[config.mk]
export PLATFORM = sky130hd
export DESIGN_NAME = wdog_escalator
export DESIGN_NICKNAME = d
export VERILOG_FILES = /design/src/rtl/wdog_escalator.sv
export SDC_FILE = /design/constraint.sdc
export NUM_CORES = 1
export LEC_CHECK = 0
export BUFFER_PORTS_ARGS = -buffer_cell sky130_fd_sc_hd__buf_4
export CELL_PAD_IN_SITES_DETAIL_PLACEMENT = 1
export CELL_PAD_IN_SITES_GLOBAL_PLACEMENT = 1
export CORE_UTILIZATION = 29
export CTS_BUF_LIST = sky130_fd_sc_hd__clkbuf_8
export DETAILED_ROUTE_END_ITERATION = 10
export GPL_TIMING_DRIVEN = 1
export PLACE_DENSITY_LB_ADDON = 0.1
export SYNTH_ARGS = -nofsm -noshare
export SYNTH_HDL_FRONTEND = slang
export SYNTH_SLANG_ARGS = --single-unit
[constraint.sdc]
create_clock -name clk -period 6 [get_ports clk]
set_clock_uncertainty 0.15 [all_clocks]
set_input_delay 0.6 -clock clk [delete_from_list [all_inputs] [get_ports clk]]
set_output_delay 0.6 -clock clk [all_outputs]
set_load 0.02 [all_outputs]
[src/rtl/wdog_escalator.sv]
module wdog_escalator #(
  parameter int BASE = 17,
  parameter int STEP = 4
) (
  input  logic        clk,
  input  logic        rst_n,
  input  logic        tick,
  input  logic        wr_en,
  input  logic        wr_sel,
  input  logic [31:0] wr_data,
  output logic [31:0] rd_ctrl,
  output logic [31:0] rd_stat,
  output logic        irq,
  output logic        rst_req,
  output logic [1:0]  rst_type
);
  localparam int CW = BASE + 3 * STEP;

  // ctrl_q = control[31:27], stat_q = status[31:28]
  logic [4:0]    ctrl_q;
  logic [3:0]    stat_q;
  logic [CW-1:0] cnt_q;
  logic          halt_q;
  logic          req_q;
  logic [1:0]    type_q;
  logic [CW:0]   lim_m1;
  logic [3:0]    clr;
  logic          svc, expire;

  always_comb lim_m1 = ((CW+1)'(1) << (BASE + int'(ctrl_q[4:3]) * STEP)) - (CW+1)'(1);

  assign clr    = (wr_en && wr_sel) ? wr_data[31:28] : 4'b0000;
  assign svc    = clr[3] | clr[2];
  assign expire = tick && !halt_q && ({1'b0, cnt_q} >= lim_m1);

  always_ff @(posedge clk) begin
    if (!rst_n) begin
      ctrl_q <= '0;
      stat_q <= '0;
      cnt_q  <= '0;
      halt_q <= 1'b0;
      req_q  <= 1'b0;
      type_q <= 2'b00;
    end else begin
      req_q <= 1'b0;
      if (wr_en && !wr_sel) ctrl_q <= wr_data[31:27];
      if (svc) begin
        stat_q <= stat_q & ~clr;
        cnt_q  <= '0;
        halt_q <= 1'b0;
      end else if (expire) begin
        cnt_q <= '0;
        unique case (stat_q[3:2])
          2'b00, 2'b01: stat_q <= (stat_q | 4'b1000) & ~clr;
          2'b10:        stat_q <= (stat_q | 4'b0100) & ~clr;
          default: begin
            stat_q <= {2'b11, ctrl_q[2:1] & ~clr[1:0]};
            halt_q <= 1'b1;
            if (ctrl_q[2:1] != 2'b00) begin
              req_q  <= 1'b1;
              type_q <= ctrl_q[2:1];
            end
          end
        endcase
      end else begin
        stat_q <= stat_q & ~clr;
        if (tick && !halt_q) cnt_q <= cnt_q + 1'b1;
      end
    end
  end

  assign rd_ctrl  = {ctrl_q, 27'd0};
  assign rd_stat  = {stat_q, 28'd0};
  assign irq      = stat_q[2] & ctrl_q[0];
  assign rst_req  = req_q;
  assign rst_type = type_q;

  assert_req_type_R6: assert property (@(posedge clk) disable iff (!rst_n)
    rst_req |-> rst_type != 2'b00);
  assert_req_pulse_R6: assert property (@(posedge clk) disable iff (!rst_n)
    rst_req |=> !rst_req);
  assert_req_final_R5: assert property (@(posedge clk) disable iff (!rst_n)
    rst_req |-> $past(stat_q[3:2]) == 2'b11);
  assert_halt_hold_R5: assert property (@(posedge clk) disable iff (!rst_n)
    (halt_q && !(wr_en && wr_sel)) |=> ($stable(cnt_q) && $stable(stat_q)));
  assert_no_skip_R3: assert property (@(posedge clk) disable iff (!rst_n)
    (stat_q[3:2] == 2'b00) |=> (stat_q[3:2] != 2'b11));
endmodule

# Yosys cells after proc, flatten, opt, wreduce, memory -nomap -nowiden
# Index checks and enable logic that the tools add are counted.
# classes
muxes	5
magnitude_cmp	1
n_shift	1
n_bitwise	12
reduce_logical	15
addsub	3
eq_ne	2
# op_table
cell	count
$ge A29 B30 Y1	1
$shl A1 B6 Y30 const A	1
$sub A30 B2 Y30 const B	1
$add A29 B1 Y29 const B	1
$and A4 B4 Y4	3
$mux W4	3
$pmux W4 S2	1
$add A5 B4 Y6 const A	1
$reduce_or A3 Y1	2
$reduce_or A6 Y1	1
$logic_and A1 B1 Y1	4
$not A1 Y1	4
$not A4 Y4	1
$reduce_and A4 Y1	1
$reduce_or A2 Y1	2
$and A2 B2 Y2	1
$eq A2 B1 Y1 const B	1
$eq A2 B2 Y1 const B	1
$logic_not A1 Y1	2
$logic_not A2 Y1	1
$not A2 Y2	1
$reduce_and A2 Y1	1
$reduce_bool A2 Y1	1
$and A1 B1 Y1	1
other kinds (2)	2
# word_totals
wordCells	45
ff_bits	42
output_inout_bits	68
inputBits	37

# Logic depth before layout (Yosys ltp)
# depth
ltp_word	7
ltp_mapped	9
depth_no_buf	8

# Worst setup path before layout
# OpenSTA, ideal clock, no wires.
# synth_timing
path_type	reg2reg
from	register ctrl_q[4]
to	register cnt_q[26]
path_slack_ps	3484
arrival_time_ps	2233
path_buffers	1
stages_incl_launch_ff	10
period_less_slack_ps	2516
required_ps	5717
setup_time_ps	133
cell_sequence	dfxtp_1 -> nor2_1 -> ha_1 -> a21o_1 -> a211oi_1 -> o31ai_1 -> a21oi_1 -> a21oi_1 -> clkbuf_1 -> nor3_1
# synth_via
elab_chain_len	6
# synth_lines
element	line	source
start: declaration	20	logic [4:0] ctrl_q;
start signal: assignment	46	if (wr_en && !wr_sel) ctrl_q <= wr_data[31:27];
$add A5 B4 Y6	30	always_comb lim_m1 = ((CW+1)'(1) << (BASE + int'(ctrl_q[4:3]) * STEP)) - (CW+1)'(1);
$shl A1 B6 Y30	30	
$sub A30 B2 Y30	30	
$ge A29 B30 Y1	34	assign expire = tick && !halt_q && ({1'b0, cnt_q} >= lim_m1);
$logic_and A1 B1 Y1	34	
$reduce_or A3 Y1 (no source line)	n/a	
end signal: assignment	67	if (tick && !halt_q) cnt_q <= cnt_q + 1'b1;
end: declaration	22	logic [CW-1:0] cnt_q;
# Every way passes these cells.
# A chain may end at the register's enable or synchronous reset.

# Final worst setup path
# layout_timing
from	register ctrl_q[3]
to	register cnt_q[12]
# The elaborated chain is that of the path after synthesis.

==> flow_summary.yaml <==
detailed_routing:
  drcViolationCount: 0
  wl_met2_um: 2561
  firstDrtPassIters: 6
  drt_iter0_drc: 44
  wire_per_inst_um: 13.04
  ant_nets: 0
  via_per_inst: 4.564
  dr_total_vias: 1999
  wl_met1_um: 2952
  finalWirelength_um: 5712
  top_layer_used: "met4"
  wl_met3_um: 165
timing:
  hold_viol: 0
  period_needed_ns: 2.715
  worst_slew_pin_slew_ns: 1.199
  fmax_ghz: 0.3683
  rsz0062_at_grt: "no"
  maxSlewHeadroom_pct: 19.89
  fin_tns_setup_ns: 0
  min_period_over_period_pct: 45.25
  slew_violations: 0
  finalSetupViolations: 0
clocking:
  hold_buffers: 0
  root_buffer: "clkbuf_8"
  cts_buffer_depth: 2
  cts_resized: 0
  clk_pin_slew_worst_paths_ns: 0.09
  cts.sinks: 42
  worstSkewPairLatency_ns: 0.30
  cts-htree-levels: 2
  cts_tree: "yes"
  cts_buffers: 5
  post_cts_buffers: 0
setup_path:
  cp_slowest_stage_delay_ns: 0.36
  timing.reg2reg.setup_slack_ns: 3.29
  critPathCaptureType: "register"
  crit_buf_inv: 1
  cp_common_cell: "a21oi_1"
  worst-setup-path-type: "register to register"
  ff2ff_path_depth: 9
  startpoint_type: "register"
  rr_endpoint: "cnt_q[12]"
  crit_family: "compound AO/OA/AOI/OAI gates"
  critPathMaxFanout: 25
  worstPathCellList: "nor2_1, ha_1, a21o_1, a211oi_1, o31ai_1, a21oi_1, a21oi_1, buf_4, nor3_1"
  worst_ep_required_time_ns: 6.06
  worstPathArrival_ns: 2.77
  reg2reg_from: "ctrl_q[3]"
  cp_slowest_cell: "dfxtp_1"
floorplanning:
  start_util_pct: 29.83
  fp.dieArea_mm2: 0.009308
  rows: 34
  core_area_mm2: 0.008678
  die_h_um: 96.48
  die_x_um: 96.48
  top_level_ports: 105
grt:
  grt_max_degree: 31
  grt_pass1_wl_um: 9356
  grt_pass1_vias: 1884
  track_usage_pct: 13.01
  antenna_found_initial: 0
  overflow: 0
power:
  powerDensity_mw_per_mm2: 198.6
  vdd_drop_max_mv: 0.07728
  leakagePower_uw: 0.001147
cells_and_area:
  area_delta_synth_final_pct: 5.993
  final_cell_mix: "55 x conb_1, 42 x dfxtp_1, 28 x nor3_1, 26 x nand2_1, 23 x buf_4"
  final_nets: 377
  fin_cells: 438
  final_cell_area_mm2: 0.002744
  fin_util_pct: 31.62
  drive_above_1_share_pct: 11.52
  n_antenna_cell: 0
  final_common_cell: "conb_1"
worst_hold_path:
  holdCritStartpoint: "stat_q[1]"
  hold_depth: 2
  min_to: "stat_q[1]"
  min-delay-path-class: "register to register"
status:
  outcome: "complete, no violations"
placement:
  port_buffers: 22
  dpl_cell_area_mm2: 0.002649
  dp.cells: 430
  dpl.hpwl_um: 4148
  place_congestion: 0.7165
synthesis:
  synth_cells: 310
  synthesis.area_mm2: 0.002589
  ys_ff_latch: 42
  yosys.cell_types.count: 44
  syn_avg_cell_area_um2: 8.351
  yosysWarnings: 0
  ys_seq_area_share_pct: 32.48
run:
  drv_cap: 0
[state kept, by name (all words and copies together), names as in the netlist]
| name | flops |
|---|---|
| stat_q | 4 |
| rst_type | 2 |
| halt_q | 1 |
| cnt_q | 29 |
| rst_req | 1 |
| ctrl_q | 5 |
[synthesized netlist by cell type]
library cell	instances	area share, %
and3_2	1	0.29
or4_4	1	0.43
dfxtp_1	42	32
a221oi_1	1	0.34
xnor2_1	8	2.7
or4_1	2	0.58
a22o_1	1	0.34
and4b_1	1	0.39
clkbuf_1	10	1.5
and2_1	6	1.5
o21ai_0	8	1.5
o211ai_1	3	0.87
a211oi_1	2	0.58
a21o_1	3	0.87
a21oi_1	13	2.5
o31ai_1	1	0.29
and4_2	1	0.39
clkinv_1	1	0.14
xor2_1	17	5.8
o21a_1	1	0.29
and2_2	1	0.29
and4_4	1	0.43
buf_4	55	16
nor2_1	12	1.7
o2bb2ai_1	1	0.34
o211a_1	2	0.77
nor3_1	28	5.4
a21boi_0	1	0.29
nand2_2	1	0.24
ha_1	11	5.3
nand2_1	26	3.8
nor2b_1	2	0.48
o2111ai_1	1	0.34
and4_1	4	1.4
nand4_1	9	2.2
a211o_1	1	0.34
inv_1	5	0.73
nand3_1	11	2.1
conb_1	1	0.14
o22ai_1	1	0.24
and3_1	5	1.2
nor4_1	3	0.73
mux2i_1	4	1.5
a21oi_2	1	0.34
[cell families after synthesis]
family                   after synthesis  share of synthesized area, %
AO/OA/AOI/OAI                         41                         10.30
XOR/XNOR                              25                         8.458
adder cells (fa/ha/maj)               11                         5.317
buffers and inverters                 71                         18.27
flip-flops                            42                         32.48
multiplexers                           4                         1.547
other                                  1                        0.1449
AND/OR/NAND/NOR                      115                         23.49
[through the flow]
stage | hold slack [ns] | power [µW] | setup WS (ns)
2_1_floorplan | 0.2943 | 366.4 | 3.484
3_3_place_gp | 0.3034 | 353.0 | 3.244
3_5_place_dp | 0.3068 | 353.4 | 3.271
4_1_cts | 0.3201 | 556.5 | 3.244
5_1_grt | 0.3480 | 574.8 | 3.016
6_report | 0.3167 | 544.9 | 3.285
[final cells by class]
cell class	instances	area (µm²)
Clock buffer	6	82.58
Inverter	6	22.52
Timing Repair Buffer	23	172.7
Clock inverter	2	12.51
Tap cell	108	135.1
Multi-Input combinational cell	251	1478
Fill cell	1069	5934
Sequential cell	42	840.8
[report_power, final]
part	internal, µW	switching [µW]
sequential	281	2.78
clock	92.7	105
combinational	12.1	51.2
[worst register-to-register path: stages (launching register included)]
cell      delay, ns
dfxtp_1        0.36
nor2_1         0.34
ha_1           0.33
a21o_1         0.18
a211oi_1       0.23
o31ai_1        0.13
a21oi_1        0.34
a21oi_1        0.12
buf_4          0.25
nor3_1         0.20
[routing by layer]
metal	global-route usage (%)	vias up
met5	0	-
met4	3.309	0
li1	-	1012
met1	18.27	946
met3	2.582	2
met2	20.25	39
[worst max-delay path by stage]
stage	from	to	cells after the start
2_1_floorplan	ctrl_q[4]	cnt_q[26]	9
3_3_place_gp	ctrl_q[4]	cnt_q[5]	9
3_5_place_dp	ctrl_q[3]	cnt_q[12]	9
4_1_cts	ctrl_q[3]	cnt_q[12]	9
5_1_grt	ctrl_q[4]	cnt_q[12]	9
6_report	ctrl_q[3]	cnt_q[12]	9
Note: power is estimated with default switching activity, not from simulation.
